[config.mk]
export PLATFORM = sky130hd
export DESIGN_NAME = pfd_lock_monitor
export DESIGN_NICKNAME = d
export VERILOG_FILES = /design/src/rtl/lock_det_pkg.sv /design/src/rtl/lock_det_datapath.sv /design/src/rtl/lock_det_control.sv /design/src/rtl/pfd_lock_monitor.sv
export SDC_FILE = /design/constraint.sdc
export NUM_CORES = 1
export LEC_CHECK = 0
export BUFFER_PORTS_ARGS = -buffer_cell sky130_fd_sc_hd__clkbuf_2
export CORE_MARGIN = 2
export CORE_UTILIZATION = 42
export DETAILED_ROUTE_END_ITERATION = 10
export MAX_ROUTING_LAYER = met4
export PLACE_DENSITY = 0.68
export RECOVER_POWER = 25
export SYNTH_ARGS = -nofsm -noshare
export SYNTH_HDL_FRONTEND = slang
export SYNTH_SLANG_ARGS = --single-unit
[constraint.sdc]
create_clock -name clk -period 1.42 [get_ports clk]
set_clock_uncertainty 0.15 [all_clocks]
set_input_delay 0.142 -clock clk [delete_from_list [all_inputs] [get_ports clk]]
set_output_delay 0.142 -clock clk [all_outputs]
set_load 0.05 [all_outputs]
[src/rtl/lock_det_pkg.sv]
package lock_det_pkg;
  typedef struct packed {
    logic clrRun;
    logic incRun;
    logic setLock;
    logic clrLock;
  } ldStrobes_t;
endpackage

[src/rtl/lock_det_datapath.sv]
module lock_det_datapath
  import lock_det_pkg::*;
#(
  parameter int ERR_W     = 8,
  parameter int ACQ_NS    = 15,
  parameter int LOSE_NS   = 30,
  parameter int SHORT_RUN = 24,
  parameter int LONG_RUN  = 40,
  localparam int CNT_W    = $clog2(LONG_RUN + 1)
) (
  input  logic             clk,
  input  logic             rstN,
  input  logic [ERR_W-1:0] errNs,
  input  logic             precSel,
  input  ldStrobes_t       stb,
  output logic             isSmall,
  output logic             isLarge,
  output logic             runReached,
  output logic [CNT_W-1:0] runCnt
);
  localparam logic [ERR_W-1:0] ACQ_LIM  = ERR_W'(ACQ_NS);
  localparam logic [ERR_W-1:0] LOSE_LIM = ERR_W'(LOSE_NS);
  localparam logic [CNT_W-1:0] SHORT_LAST = CNT_W'(SHORT_RUN - 1);
  localparam logic [CNT_W-1:0] LONG_LAST  = CNT_W'(LONG_RUN - 1);
  localparam logic [CNT_W-1:0] CNT_MAX    = CNT_W'(LONG_RUN);

  logic [CNT_W-1:0] lastIdx;

  always_comb begin
    isSmall    = errNs < ACQ_LIM;
    isLarge    = errNs > LOSE_LIM;
    lastIdx    = precSel ? LONG_LAST : SHORT_LAST;
    runReached = runCnt >= lastIdx;
  end

  always_ff @(posedge clk or negedge rstN) begin
    if (!rstN) begin
      runCnt <= '0;
    end else if (stb.clrRun) begin
      runCnt <= '0;
    end else if (stb.incRun && runCnt != CNT_MAX) begin
      runCnt <= runCnt + 1'b1;
    end
  end
endmodule

[src/rtl/lock_det_control.sv]
module lock_det_control
  import lock_det_pkg::*;
(
  input  logic       clk,
  input  logic       rstN,
  input  logic       pwrDown,
  input  logic       newChan,
  input  logic       errValid,
  input  logic       isSmall,
  input  logic       isLarge,
  input  logic       runReached,
  output ldStrobes_t stb,
  output logic       lockQ
);
  logic kill;
  logic goodUnlocked;

  always_comb begin
    kill         = pwrDown | newChan;
    goodUnlocked = errValid & ~lockQ & isSmall;
    stb.clrRun   = kill | (errValid & (lockQ | ~isSmall | runReached));
    stb.incRun   = ~kill & goodUnlocked & ~runReached;
    stb.setLock  = ~kill & goodUnlocked & runReached;
    stb.clrLock  = kill | (errValid & lockQ & isLarge);
  end

  always_ff @(posedge clk or negedge rstN) begin
    if (!rstN) begin
      lockQ <= 1'b0;
    end else if (stb.clrLock) begin
      lockQ <= 1'b0;
    end else if (stb.setLock) begin
      lockQ <= 1'b1;
    end
  end
endmodule

[src/rtl/pfd_lock_monitor.sv]
module pfd_lock_monitor
  import lock_det_pkg::*;
#(
  parameter int ERR_W     = 8,
  parameter int ACQ_NS    = 15,
  parameter int LOSE_NS   = 30,
  parameter int SHORT_RUN = 24,
  parameter int LONG_RUN  = 40
) (
  input  logic             clk,
  input  logic             rstN,
  input  logic             pwrDown,
  input  logic             newChan,
  input  logic             precSel,
  input  logic             errValid,
  input  logic [ERR_W-1:0] errNs,
  output logic             lockOut
);
  localparam int CNT_W = $clog2(LONG_RUN + 1);

  ldStrobes_t       stb;
  logic             isSmall;
  logic             isLarge;
  logic             runReached;
  logic [CNT_W-1:0] runCnt;

  lock_det_datapath #(
    .ERR_W(ERR_W), .ACQ_NS(ACQ_NS), .LOSE_NS(LOSE_NS),
    .SHORT_RUN(SHORT_RUN), .LONG_RUN(LONG_RUN)
  ) uPath (
    .clk(clk), .rstN(rstN), .errNs(errNs), .precSel(precSel), .stb(stb),
    .isSmall(isSmall), .isLarge(isLarge), .runReached(runReached), .runCnt(runCnt)
  );

  lock_det_control uCtrl (
    .clk(clk), .rstN(rstN), .pwrDown(pwrDown), .newChan(newChan),
    .errValid(errValid), .isSmall(isSmall), .isLarge(isLarge),
    .runReached(runReached), .stb(stb), .lockQ(lockOut)
  );
endmodule

Word level (Yosys, flattened, before mapping)
Index checks and enable logic that the tools add are counted.
{"block": "classes", "add_sub_neg": 1, "n_lt_le_gt_ge": 3, "n_eq_ne": 1, "n_mux": 5, "bitwise": 17, "reduce_logical": 3}
{"cell": "$mux W6", "n": 3}
{"cell": "$and A1 B1 Y1", "n": 8}
{"cell": "$gt A8 B5 Y1 const B", "n": 1}
{"cell": "$lt A8 B4 Y1 const B", "n": 1}
{"cell": "$add A6 B1 Y6 const B", "n": 1}
{"cell": "$ge A6 B6 Y1", "n": 1}
{"cell": "$ne A6 B6 Y1 const B", "n": 1}
{"cell": "$or A1 B1 Y1", "n": 5}
{"cell": "$not A1 Y1", "n": 4}
{"cell": "$reduce_bool A2 Y1", "n": 2}
{"cell": "$mux W1", "n": 2}
{"cell": "$logic_and A1 B1 Y1", "n": 1}
{"block": "word_totals", "regBits": 7, "inputBits": 14}

Depth between registers and ports, before layout
{"block": "logic_depth", "ltp_word": 8, "depth_mapped": 6, "ltp_nobuf": 6}

Cells and area by module
Synthesis repeated with hierarchy kept, for this count alone.
{"block": "unflattened", "hier_cells": 63, "area_unflattened_um2": 568.0}
{"mod": "lock_det_datapath", "instances": 1, "cells_per_inst": 50, "area_per_inst_um2": 460.4, "seq_area_each_um2": 150.1}
{"mod": "lock_det_control", "instances": 1, "cells_per_inst": 13, "area_per_inst_um2": 107.6, "seq_area_each_um2": 25.0}

Worst setup path before layout
OpenSTA, ideal clock, no wires.
{"block": "synth_timing", "path_kind": "register -> register", "from": "register uCtrl.lockQ", "to": "register uPath.runCnt[5]", "setup_time_ns": 0.094, "arrival_time_ns": 1.352, "required_ns": 1.176, "setup_slack_ns": -0.176, "stages_incl_launch_ff": 4, "path_buffers": 0, "synth_period_minus_slack_ns": 1.596, "cell_sequence": "dfrtp_1 > nor4_2 > a21oi_1 > a211oi_1"}
{"block": "synth_between", "elab_chain_len": 7, "elab_cells_between_ends": 12, "cone_classes": "mux: 1; bitwise: 9; reduce/logical: 2"}
{"element": "start: declaration", "line": "lock_det_control.sv:13", "rtl": "output logic lockQ"}
{"element": "start signal: assignment", "line": "lock_det_control.sv:29", "rtl": "lockQ <= 1'b0;"}
{"element": "start signal: assignment", "line": "lock_det_control.sv:31", "rtl": "lockQ <= 1'b0;"}
{"element": "start signal: assignment", "line": "lock_det_control.sv:33", "rtl": "lockQ <= 1'b1;"}
{"element": "$not A1 Y1", "line": "lock_det_control.sv:20", "rtl": "goodUnlocked = errValid & ~lockQ & isSmall;"}
{"element": "$and A1 B1 Y1 (2 in series)", "line": "lock_det_control.sv:20"}
{"element": "$and A1 B1 Y1 (2 in series)", "line": "lock_det_control.sv:22", "rtl": "stb.incRun = ~kill & goodUnlocked & ~runReached;"}
{"element": "$logic_and A1 B1 Y1", "line": "lock_det_datapath.sv:41", "rtl": "end else if (stb.incRun && runCnt != CNT_MAX) begin"}
{"element": "$reduce_bool A2 Y1 (no line)"}
{"element": "end signal: assignment", "line": "lock_det_datapath.sv:42", "rtl": "runCnt <= runCnt + 1'b1;"}
{"element": "end: declaration", "line": "lock_det_datapath.sv:19", "rtl": "output logic [CNT_W-1:0] runCnt"}
Several ways; a longest one is shown, not always the timed one.
A chain may end at the register's enable or synchronous reset.

Worst setup path in the final report
{"block": "layout_timing", "from": "register uPath.runCnt[4]", "to": "register uPath.runCnt[5]"}
{"block": "layout_between", "elab_chain_len": 5, "elab_cells_between_ends": 12, "cone_classes": "add/sub: 1; order compare: 1; eq/ne: 1; mux: 2; bitwise: 5; reduce/logical: 2"}
{"element": "$ge A6 B6 Y1", "line": "lock_det_datapath.sv:33", "rtl": "runReached = runCnt >= lastIdx;"}
{"element": "$or A1 B1 Y1 or $not A1 Y1 (tied branches)", "line": "lock_det_control.sv:21, lock_det_control.sv:22"}
{"element": "$and A1 B1 Y1, on equally long branches", "line": "lock_det_control.sv:21, lock_det_control.sv:22"}
{"element": "$or A1 B1 Y1 or $logic_and A1 B1 Y1 (tied branches)", "line": "lock_det_control.sv:21, lock_det_datapath.sv:41"}
{"element": "$mux W6 or $reduce_bool A2 Y1 (tied branches)"}
Several ways; a longest one is shown, not always the timed one. The select of a mux whose other input is x is not followed.

==> key figures <==
CTS
  – Worst-Skew Late Latency: 0.26 ns
  – Total clock sinks: 7
  – Clk slew on worst S/H paths: 0.06 ns
  – TritonCTS clock tree: done
  – Root buffer cell: clkbuf_4
  – CTS buffer count: 3
  – Htree depth: 1
  – CTS Buffer Depth: 2

Finish
  – Finished Layout Cells: 114
  – Area Overhead vs Synth: 53.2%
  – Share of layout cells above drive strength 1: 47.5%
  – Multi-input logic area: 465 um^2
  – Final nets: 118
  – FF+latch area: 176 um^2
  – Inserted Diodes: 0
  – Fillers: 107
  – Final non-filler cell area: 897 um^2
  – Fin util: 68.9%

Critical path
  – CP max FO: 4
  – Slowest stage delay, CP: 0.43 ns
  – Critical R2R Launch: uPath.runCnt[4]$_DFFE_PN0P_
  – Slowest cell on crit path: dfrtp_1
  – Buf/Inv on CP: 0
  – Critical path arrival: 1.67 ns
  – R2r setup slk: -0.23 ns
  – Critical path class: flop to flop
  – CP cell instances: ha_4 -> o21ai_2 -> and4b_2 -> a31o_1 -> a211oi_2
  – Reg2Reg Depth: 5
  – FF-to-FF End: uPath.runCnt[5]$_DFFE_PN0P_
  – Critical path capture point type: flop
  – Startpoint Class: flop
  – Top Family by Delay on Critical Path: compound AO/OA/AOI/OAI gates
  – Req. time, crit path: 1.45 ns

Route
  – Number of DRC markers in iteration 0: 20
  – Drt total wl: 1700 um
  – Via density: 5.94
  – Post-route ant nets: 0
  – DRC Markers: 0
  – DR pass1 iterations: 4
  – Vias: 677
  – Wire per inst: 14.9 um

STA
  – Final Hold Fails: 0
  – Slew @ Worst Pin: 0.419 ns
  – Final Setup Violations: 7
  – Pins Over Slew Limit: 0
  – Post-route setup TNS: -1.11 ns
  – RSZ-0062 raised after global routing: yes
  – Setup WS post-layout: -0.228 ns
  – Hold WS: 0.111 ns
  – Slew margin rel.: 72.1%
  – Period minus WS final: 1.65 ns
  – FMAX: 607 MHz
  – Final period util: 116%

Placed design
  – HPWL Detailed: 1230 um
  – Placed Area: 802 um^2
  – Routability cong.: 0.861
  – Placed cells: 108
  – Buffers added on ports: 14
  – Post-place setup slack: -0.239 ns

Synth
  – Mean post-synth cell area: 8.61 um^2
  – Post-Syn Nets: 86
  – Post-synth cell types: 27
  – Cells after synthesis: 68
  – Cell area after synthesis: 586 um^2
  – Sequential-to-total area share from yosys stat: 29.9%
  – Synth warn: 0
  – Seq cells post-synth: 7

Floorplan
  – Rows: 13
  – IO Pins: 15
  – Core Region: 1300 um^2
  – Die Span Y: 41.3 um
  – Starting Density: 45.0%
  – Area of the die: 1710 um^2
  – Horiz. Die Dim: 41.3 um

Run
  – Maxcap violations: 0

Power and ir drop
  – Leak pwr: 0.386 nW
  – VDD IR-drop max: 0.000378 V
  – Pwr/cell area: 521 nW/um^2
  – Power Total: 467 uW

Min path
  – HP Start: pwrDown
  – WHS Endpoint: uPath.runCnt[2]$_DFFE_PN0P_
  – Hold depth: 4
  – Worst hold path class: input port to flop

Run status
  – Violated checks: negative setup slack
  – Outcome: finished with violations

GRT
  – Total GRT Usage: 24.7%
  – First-pass GRT wire length: 2570 um
  – Vias in the first global route: 604
  – Largest net degree at the start of global routing: 8
  – Remaining Overflow, GRT: 0
  – Initial antenna violation count: 0
synthesized netlist by cell type, drive strengths merged:
cell    count  area (um^2)
a211oi      2         15.0
nor3        1         5.00
and4b       2         20.0
nor4b       1         23.8
clkbuf      2         7.51
o2111a      2         22.5
a21oi       5         25.0
nand3       2         10.0
and3        1         6.26
a31o        2         17.5
o211ai      3         22.5
nand4b      1         8.76
nand2       8         30.0
dfrtp       7          175
o21a        1         7.51
nand2b      1         6.26
nor2        3         11.3
nor2b       1         6.26
nand4       4         25.0
and4        1         8.76
inv         6         22.5
or3         1         11.3
o21ai       2         10.0
or2         1         6.26
ha          4         50.1
nor4        4         31.3
worst min-delay path, stage by stage:
cell	delay, ns
clkbuf_2	0.08
nor2_1	0.08
nand4_1	0.10
nand3_1	0.07
cell families (layout without fill, tap and decap cells):
logic type	after synthesis	in the layout	share of synthesized area [%]
AND/OR/NAND/NOR	32	32	35.9
flip-flops	7	7	29.9
buffers and inverters	8	39	5.13
AO/OA/AOI/OAI	17	17	20.5
adder cells (fa/ha/maj)	4	4	8.55
worst max path at each step:
| stage | start | depth (start not counted) | end |
|---|---|---|---|
| after floorplan | uPath.runCnt[5]$_DFFE_PN0P_ | 5 | uPath.runCnt[5]$_DFFE_PN0P_ |
| after global placement | uPath.runCnt[4]$_DFFE_PN0P_ | 5 | uPath.runCnt[4]$_DFFE_PN0P_ |
| after detailed placement | uPath.runCnt[5]$_DFFE_PN0P_ | 5 | uPath.runCnt[5]$_DFFE_PN0P_ |
| after CTS | uPath.runCnt[4]$_DFFE_PN0P_ | 5 | uPath.runCnt[5]$_DFFE_PN0P_ |
| after global routing | uPath.runCnt[4]$_DFFE_PN0P_ | 5 | uPath.runCnt[5]$_DFFE_PN0P_ |
| final | uPath.runCnt[4]$_DFFE_PN0P_ | 5 | uPath.runCnt[5]$_DFFE_PN0P_ |
cells in the final DEF (no fill, tap or decap), drive strengths merged, types with 2 or more instances in the layout:
cell type / instances
and4b: 2
o21ai: 2
a211oi: 2
a21oi: 5
nand2: 8
buf: 14
nand3: 2
clkbuf: 18
o2111a: 2
a31o: 2
o211ai: 3
dfrtp: 7
nor2: 3
nand4: 4
nor4: 4
ha: 4
inv: 6
repair_timing:
item / CTS / global route
pin swaps: 9 / 9
hold endpoints to repair: 7 / 0
setup buffers: 1 / 0
setup endpoints to repair: 7 / 7
resized for setup: 6 / 3
hold buffers: 1 / 0
layer usage:
| layer | track usage [%] | share of wire (%) | vias up |
|---|---|---|---|
| li1 | - | - | 327 |
| met1 | 27.2 | 39 | 314 |
| met2 | 41.4 | 51 | 32 |
| met3 | 7.45 | 8.4 | 4 |
| met4 | 10.5 | 0.82 | 0 |
| met5 | - | 0 | - |
power by group:
part	switching, mW	internal (mW)	total (mW)
logic	0.0379	0.0341	0.0720
registers	0.000252	0.200	0.200
clock network	0.0872	0.108	0.195
registers in the layout (all words and copies together) (netlist names):
register      cells
uCtrl.lockQ       1
uPath.runCnt      6
final cells by class:
cell class                 instances  share of cell area [%]
timing repair buffer              29                    20.9
inverter                           6                    2.51
sequential                         7                    19.7
multi-input combinational         53                    51.9
clock buffer                       4                    2.93
tap                               15                    2.09
No activity file was read; power rests on OpenSTA's default activity.
